$ cat src/rtl/thermcmp_pkg.sv
package thermcmp_pkg;
  localparam int STAT_W    = 11;
  localparam int ALARM_LSB = 0;
  localparam int SHUT_LSB  = 4;
  localparam int DATA_LSB  = 8;
  localparam int PER_LSB   = 12;

  localparam int INTC_OFS  = 'h44;
  localparam int STAT_OFS  = 'h48;
  localparam int ALARM_OFS = 'h50;
  localparam int SHUT_OFS  = 'h60;
  localparam int HOT_LSB   = 16;

  typedef struct packed {
    logic              clrWrite;
    logic [STAT_W-1:0] clrMask;
  } ctrl_strobe_t;

  function automatic logic [STAT_W-1:0] liveMask(int numCh);
    logic [STAT_W-1:0] m;
    m = '0;
    for (int k = 0; k < numCh; k++) begin
      m[ALARM_LSB+k] = 1'b1;
      m[SHUT_LSB+k]  = 1'b1;
      m[DATA_LSB+k]  = 1'b1;
    end
    return m;
  endfunction
endpackage

$ cat src/rtl/thermcmp_ctrl.sv
module thermcmp_ctrl
  import thermcmp_pkg::*;
#(
  parameter int NUM_CH = 3,
  parameter int CODE_W = 12,
  parameter int ADDR_W = 8,
  parameter int DATA_W = 32
) (
  input  logic                           clk,
  input  logic                           rstN,
  input  logic                           regWrEn,
  input  logic [ADDR_W-1:0]              regAddr,
  input  logic [DATA_W-1:0]              regWrData,
  output logic [DATA_W-1:0]              regRdData,
  input  logic [STAT_W-1:0]              statusIn,
  output logic [NUM_CH-1:0][CODE_W-1:0]  hotThr,
  output logic [NUM_CH-1:0][CODE_W-1:0]  hystThr,
  output logic [NUM_CH-1:0][CODE_W-1:0]  shutThr,
  output logic [STAT_W-1:0]              irqEnable,
  output ctrl_strobe_t                   strobe
);
  localparam int PER_W = DATA_W - PER_LSB;
  localparam logic [STAT_W-1:0] LIVE = liveMask(NUM_CH);

  logic [PER_W-1:0] periodReg;
  logic intcHit, statHit;

  assign intcHit = (regAddr == ADDR_W'(INTC_OFS));
  assign statHit = (regAddr == ADDR_W'(STAT_OFS));

  always_ff @(posedge clk) begin
    if (!rstN) begin
      periodReg <= '0;
      irqEnable <= '0;
    end else if (regWrEn && intcHit) begin
      periodReg <= regWrData[DATA_W-1:PER_LSB];
      irqEnable <= regWrData[STAT_W-1:0] & LIVE;
    end
  end

  for (genvar k = 0; k < NUM_CH; k++) begin : g_chanRegs
    logic alarmHit, shutHit;
    assign alarmHit = (regAddr == ADDR_W'(ALARM_OFS + 4*k));
    assign shutHit  = (regAddr == ADDR_W'(SHUT_OFS + 4*k));
    always_ff @(posedge clk) begin
      if (!rstN) begin
        hotThr[k]  <= '0;
        hystThr[k] <= '0;
        shutThr[k] <= '0;
      end else if (regWrEn) begin
        if (alarmHit) begin
          hotThr[k]  <= regWrData[HOT_LSB +: CODE_W];
          hystThr[k] <= regWrData[0 +: CODE_W];
        end
        if (shutHit) shutThr[k] <= regWrData[HOT_LSB +: CODE_W];
      end
    end
  end

  assign strobe.clrWrite = regWrEn && statHit;
  assign strobe.clrMask  = regWrData[STAT_W-1:0];

  always_comb begin
    regRdData = '0;
    if (intcHit) begin
      regRdData[DATA_W-1:PER_LSB] = periodReg;
      regRdData[STAT_W-1:0]       = irqEnable;
    end
    if (statHit) regRdData[STAT_W-1:0] = statusIn;
    for (int k = 0; k < NUM_CH; k++) begin
      if (regAddr == ADDR_W'(ALARM_OFS + 4*k)) begin
        regRdData[HOT_LSB +: CODE_W] = hotThr[k];
        regRdData[0 +: CODE_W]       = hystThr[k];
      end
      if (regAddr == ADDR_W'(SHUT_OFS + 4*k))
        regRdData[HOT_LSB +: CODE_W] = shutThr[k];
    end
  end

  // enables never hold bits outside the live channel mask
  a_r2_enable_mask: assert property (@(posedge clk) disable iff (!rstN)
    (irqEnable & ~LIVE) == '0);
endmodule

$ cat src/rtl/thermcmp_datapath.sv
module thermcmp_datapath
  import thermcmp_pkg::*;
#(
  parameter int NUM_CH = 3,
  parameter int CODE_W = 12
) (
  input  logic                           clk,
  input  logic                           rstN,
  input  logic [NUM_CH-1:0]              sampleValid,
  input  logic [NUM_CH-1:0][CODE_W-1:0]  sampleCode,
  input  logic [NUM_CH-1:0][CODE_W-1:0]  hotThr,
  input  logic [NUM_CH-1:0][CODE_W-1:0]  hystThr,
  input  logic [NUM_CH-1:0][CODE_W-1:0]  shutThr,
  input  logic [STAT_W-1:0]              irqEnable,
  input  ctrl_strobe_t                   strobe,
  output logic [STAT_W-1:0]              statusOut,
  output logic                           irqOut
);
  localparam logic [STAT_W-1:0] LIVE = liveMask(NUM_CH);

  logic [NUM_CH-1:0] alarmArmed, alarmSet, shutSet;
  logic [STAT_W-1:0] setVec, clrVec;

  for (genvar k = 0; k < NUM_CH; k++) begin : g_chan
    logic atHot, overHyst, atShut;
    assign atHot    = sampleCode[k] <= hotThr[k];
    assign overHyst = sampleCode[k] >  hystThr[k];
    assign atShut   = sampleCode[k] <= shutThr[k];
    assign alarmSet[k] = sampleValid[k] && !alarmArmed[k] && atHot;
    assign shutSet[k]  = sampleValid[k] && atShut;

    always_ff @(posedge clk) begin
      if (!rstN)                                   alarmArmed[k] <= 1'b0;
      else if (alarmSet[k])                        alarmArmed[k] <= 1'b1;
      else if (sampleValid[k] && alarmArmed[k] && overHyst) alarmArmed[k] <= 1'b0;
    end

    // a valid sample always leaves its data flag set
    a_r3_data_flag: assert property (@(posedge clk) disable iff (!rstN)
      sampleValid[k] |=> statusOut[DATA_LSB+k]);
    // a code at or below the trip limit leaves the trip flag set
    a_r6_trip_flag: assert property (@(posedge clk) disable iff (!rstN)
      (sampleValid[k] && sampleCode[k] <= shutThr[k]) |=> statusOut[SHUT_LSB+k]);
    // an armed warning releases on a code above the release limit
    a_r5_release: assert property (@(posedge clk) disable iff (!rstN)
      (alarmArmed[k] && sampleValid[k] && sampleCode[k] > hystThr[k]
       && sampleCode[k] > hotThr[k]) |=> !alarmArmed[k]);
    // a clear with no competing event drops the data flag
    a_r7_clear: assert property (@(posedge clk) disable iff (!rstN)
      (strobe.clrWrite && strobe.clrMask[DATA_LSB+k] && !sampleValid[k])
      |=> !statusOut[DATA_LSB+k]);
  end

  always_comb begin
    setVec = '0;
    for (int k = 0; k < NUM_CH; k++) begin
      setVec[ALARM_LSB+k] = alarmSet[k];
      setVec[SHUT_LSB+k]  = shutSet[k];
      setVec[DATA_LSB+k]  = sampleValid[k];
    end
  end

  assign clrVec = strobe.clrWrite ? strobe.clrMask : '0;

  always_ff @(posedge clk) begin
    if (!rstN) statusOut <= '0;
    else       statusOut <= ((statusOut & ~clrVec) | setVec) & LIVE;
  end

  assign irqOut = |(statusOut & irqEnable);
endmodule

$ cat src/rtl/thermal_trip_monitor.sv
module thermal_trip_monitor
  import thermcmp_pkg::*;
#(
  parameter int NUM_CH = 3,
  parameter int CODE_W = 12,
  parameter int ADDR_W = 8,
  parameter int DATA_W = 32
) (
  input  logic                     clk,
  input  logic                     rstN,
  input  logic                     regWrEn,
  input  logic [ADDR_W-1:0]        regAddr,
  input  logic [DATA_W-1:0]        regWrData,
  output logic [DATA_W-1:0]        regRdData,
  input  logic [NUM_CH-1:0]        sampleValid,
  input  logic [NUM_CH*CODE_W-1:0] sampleCode,
  output logic                     irqOut
);
  logic [NUM_CH-1:0][CODE_W-1:0] hotThr, hystThr, shutThr, codeVec;
  logic [STAT_W-1:0] irqEnable, statusBits;
  ctrl_strobe_t strobe;

  assign codeVec = sampleCode;

  thermcmp_ctrl #(.NUM_CH(NUM_CH), .CODE_W(CODE_W), .ADDR_W(ADDR_W), .DATA_W(DATA_W)) uCtrl (
    .clk(clk), .rstN(rstN), .regWrEn(regWrEn), .regAddr(regAddr),
    .regWrData(regWrData), .regRdData(regRdData), .statusIn(statusBits),
    .hotThr(hotThr), .hystThr(hystThr), .shutThr(shutThr),
    .irqEnable(irqEnable), .strobe(strobe)
  );

  thermcmp_datapath #(.NUM_CH(NUM_CH), .CODE_W(CODE_W)) uDp (
    .clk(clk), .rstN(rstN), .sampleValid(sampleValid), .sampleCode(codeVec),
    .hotThr(hotThr), .hystThr(hystThr), .shutThr(shutThr),
    .irqEnable(irqEnable), .strobe(strobe),
    .statusOut(statusBits), .irqOut(irqOut)
  );

  // with every enable off the interrupt stays low
  a_r9_masked_quiet: assert property (@(posedge clk) disable iff (!rstN)
    (irqEnable == '0) |-> !irqOut);
endmodule

$ cat config.mk
export PLATFORM = sky130hd
export DESIGN_NAME = thermal_trip_monitor
export DESIGN_NICKNAME = d
export VERILOG_FILES = /design/src/rtl/thermcmp_pkg.sv /design/src/rtl/thermcmp_ctrl.sv /design/src/rtl/thermcmp_datapath.sv /design/src/rtl/thermal_trip_monitor.sv
export SDC_FILE = /design/constraint.sdc
export NUM_CORES = 1
export LEC_CHECK = 0
export ABC_AREA = 1
export BUFFER_PORTS_ARGS = -buffer_cell sky130_fd_sc_hd__buf_4
export CAP_MARGIN = 20
export CELL_PAD_IN_SITES_DETAIL_PLACEMENT = 0
export CELL_PAD_IN_SITES_GLOBAL_PLACEMENT = 2
export CORE_MARGIN = 2
export CORE_UTILIZATION = 35
export DETAILED_ROUTE_END_ITERATION = 8
export GPL_ROUTABILITY_DRIVEN = 0
export GPL_TIMING_DRIVEN = 0
export PLACE_DENSITY_LB_ADDON = 0.12
export SYNTH_ARGS = -nofsm -noshare
export SYNTH_HDL_FRONTEND = slang
export SYNTH_SLANG_ARGS = --single-unit
$ cat constraint.sdc
create_clock -name clk -period 3.23 [get_ports clk]
set_input_delay 0.323 -clock clk [delete_from_list [all_inputs] [get_ports clk]]
set_output_delay 0.323 -clock clk [all_outputs]
set_load 0.1 [all_outputs]
==> results.yml <==
pwr:
  ir_drop_mv: 0.2883
  leakagePower_nw: 4.642
  finalPower_mw: 4.410
  power.density_nw_per_um2: 403.7
floorplanning:
  row_count: 58
  die_area_um2: 27160
  die_h_um: 164.8
  coreArea_um2: 25250
  initial_core_util_pct: 35.84
  fp.dieW_um: 164.8
  ios: 115
routing:
  post_drt_wl_per_cell_um: 19.19
  vias: 8925
  drt_iter0_drc: 660
  firstDrtPassIters: 5
  drt.antenna.violating_nets: 0
  drc: 0
  drt-total-wl_mm: 34.47
  vias_per_cell: 4.969
synthesis:
  synth_top_area_share_pct: 32.96
  synth_nets: 1510
  synth_cells: 1320
  yosysSeqAreaShare_pct: 32.96
  synth_largest_area_cell: "dfxtp_1"
  synth-seq-cells: 149
  ys_warn_count: 0
  yosys-top-cells-area: "dfxtp_1, ha_1, nand2_1, a21oi_1, inv_1"
  ys_types: 28
  syn_area_per_cell_um2: 6.856
  syn_area_um2: 9050
cells_and_area:
  drive_above_1_share_pct: 12.07
  final_net_count: 1643
  fill_cells: 2766
  fin_util_pct: 43.26
  multi_input_area_um2: 5036
  seq_area_um2: 2983
  final_cell_area_um2: 10920
  syn2layout_area_growth_pct: 20.71
  diodes: 0
clock_network:
  cts_buffer_depth: 2
  cts_sinks: 149
  cts_resized: 0
  hold_buffers: 0
  cts_tree: "yes"
  cts_root_buf: "clkbuf_16"
  cts_buffers: 17
  cts_max_level: 4
  clk_latency_ns: 0.43
  clk_pin_slew_ns: 0.07
  postCtsSetupBuffers: 0
setup_path:
  cp.required_ns: 2.91
  end_kind: "primary output"
  start_kind: "input port"
  crit_path_max_fanout: 10
  worst_ep_arrival_time_ns: 2.54
  critPathKind: "in -> out"
placed_design:
  place.port_buffers: 114
  placed_cell_area_um2: 10320
  dpl.hpwl_mm: 28.51
global_routing:
  grt_pass1_vias: 8109
  grt_max_degree: 17
  antenna_found_initial: 0
  grt_pass1_wl_mm: 50.49
  grt_usage_pct: 25.76
  grt_overflow: 0
sta:
  relSlewSlack_pct: 52.33
  setup_violations: 0
  maxSlewViolCount: 0
  period_share_pct: 88.52
  finalHoldViolCount: 0
  clock_skew_ns: 0.008822
  finalSetupTns_ns: 0
  period_needed_ns: 2.859
  fmax_mhz: 349.7
  tightest_slew_ns: 0.7151
  rsz0062_at_grt: "no"
outcome:
  status: "finished clean"
flow_run:
  drv_cap: 0
hold_path:
  hold_class: "in -> reg"
## metrics by stage
stage | std cells | setup slack [ns] | hold slack (ns)
2_1_floorplan | 1320 | 0.3070 | 0.4242
3_3_place_gp | 1764 | 0.3567 | 0.4330
3_5_place_dp | 1764 | 0.3689 | 0.4380
4_1_cts | 1796 | 0.3559 | 0.1532
5_1_grt | 1796 | 0.1884 | 0.1656
6_report | 1796 | 0.3707 | 0.1620
## worst max-delay path, cell delays in order
cell	delay, ns
buf_4	0.11
inv_1	0.04
nand2_1	0.11
nor3_2	0.49
nand2_1	0.34
clkbuf_1	0.32
o21ai_0	0.30
nor2_1	0.07
nand3_1	0.12
buf_4	0.31
## placed cells by master, fill, tap and decap left out, drive strengths merged
| master | n |
|---|---|
| nand2 | 269 |
| inv | 204 |
| a21oi | 176 |
| dfxtp | 149 |
| o21ai | 141 |
| buf | 140 |
| ha | 108 |
| nor2 | 91 |
| nand3 | 75 |
| clkbuf | 51 |
| nand4 | 21 |
| and2 | 10 |
| a21o | 9 |
| clkinvlp | 5 |
| nor3 | 4 |
| clkinv | 4 |
| o221ai | 3 |
| bufinv | 3 |
| a221oi | 2 |
| and3 | 1 |
## cells by family after synthesis
group | synth area share (%)
flip-flops | 32.96
AND/OR/NAND/NOR | 21.95
buffers and inverters | 11.39
adder cells (fa/ha/maj) | 14.93
AO/OA/AOI/OAI | 18.76
## final timing paths
check,start,endpoint,slack [ns],cells after the start
max,regAddr[7],regRdData[9],0.37,10
min,sampleValid[0],uDp.statusOut[4],0.16,3
max reg2reg,uCtrl.hotThr[11],uDp.statusOut[0],1.49,10
min reg2reg,uCtrl.periodReg[12],uCtrl.periodReg[12],0.45,2
## flip-flops by register name (all words and copies together) (netlist names)
signal           flops
uCtrl.hotThr        36
uCtrl.hystThr       36
uCtrl.shutThr       36
uCtrl.periodReg     20
uCtrl.irqEnable      9
uDp.statusOut        9
uDp.alarmArmed       3
## area by class of cell
cell class / count / share of cell area [%]
tap: 330 / 3.780
sequential: 149 / 27.31
buffer: 59 / 2.497
inverter: 202 / 6.941
timing repair buffer: 114 / 7.834
clock inverter: 14 / 1.615
clock buffer: 18 / 3.929
multi-input combinational: 910 / 46.10
## where the power goes
| group | internal, mW | total [mW] | switching, mW |
|---|---|---|---|
| combinational | 0.183 | 0.475 | 0.291 |
| clock | 1.22 | 2.07 | 0.849 |
| sequential | 1.85 | 1.86 | 0.0124 |
## synthesized netlist by cell type
| master | instances |
|---|---|
| nand2_1 | 267 |
| inv_1 | 199 |
| a21oi_1 | 176 |
| dfxtp_1 | 149 |
| o21ai_0 | 116 |
| ha_1 | 108 |
| nor2_1 | 90 |
| nand3_1 | 75 |
| clkbuf_1 | 33 |
| o21ai_1 | 25 |
| nand4_1 | 21 |
| buf_2 | 20 |
| and2_1 | 10 |
| a21o_1 | 9 |
| buf_6 | 3 |
| o221ai_1 | 3 |
| a221oi_1 | 2 |
| buf_1 | 2 |
| inv_2 | 2 |
| nor3_4 | 2 |
| and3_1 | 1 |
| buf_4 | 1 |
| clkinv_1 | 1 |
| nand2_2 | 1 |
| nand2_4 | 1 |
| nor2_2 | 1 |
| nor3_1 | 1 |
| nor3_2 | 1 |
## routing by layer
metal	vias up	part of all wire (%)	global-route usage, %
li1	4582	-	-
met3	26	5.8	4.068
met4	0	1.6	6.719
met1	4081	48	36.44
met5	-	0	0
met2	236	45	40.78
Note: power is estimated with default switching activity, not from simulation.
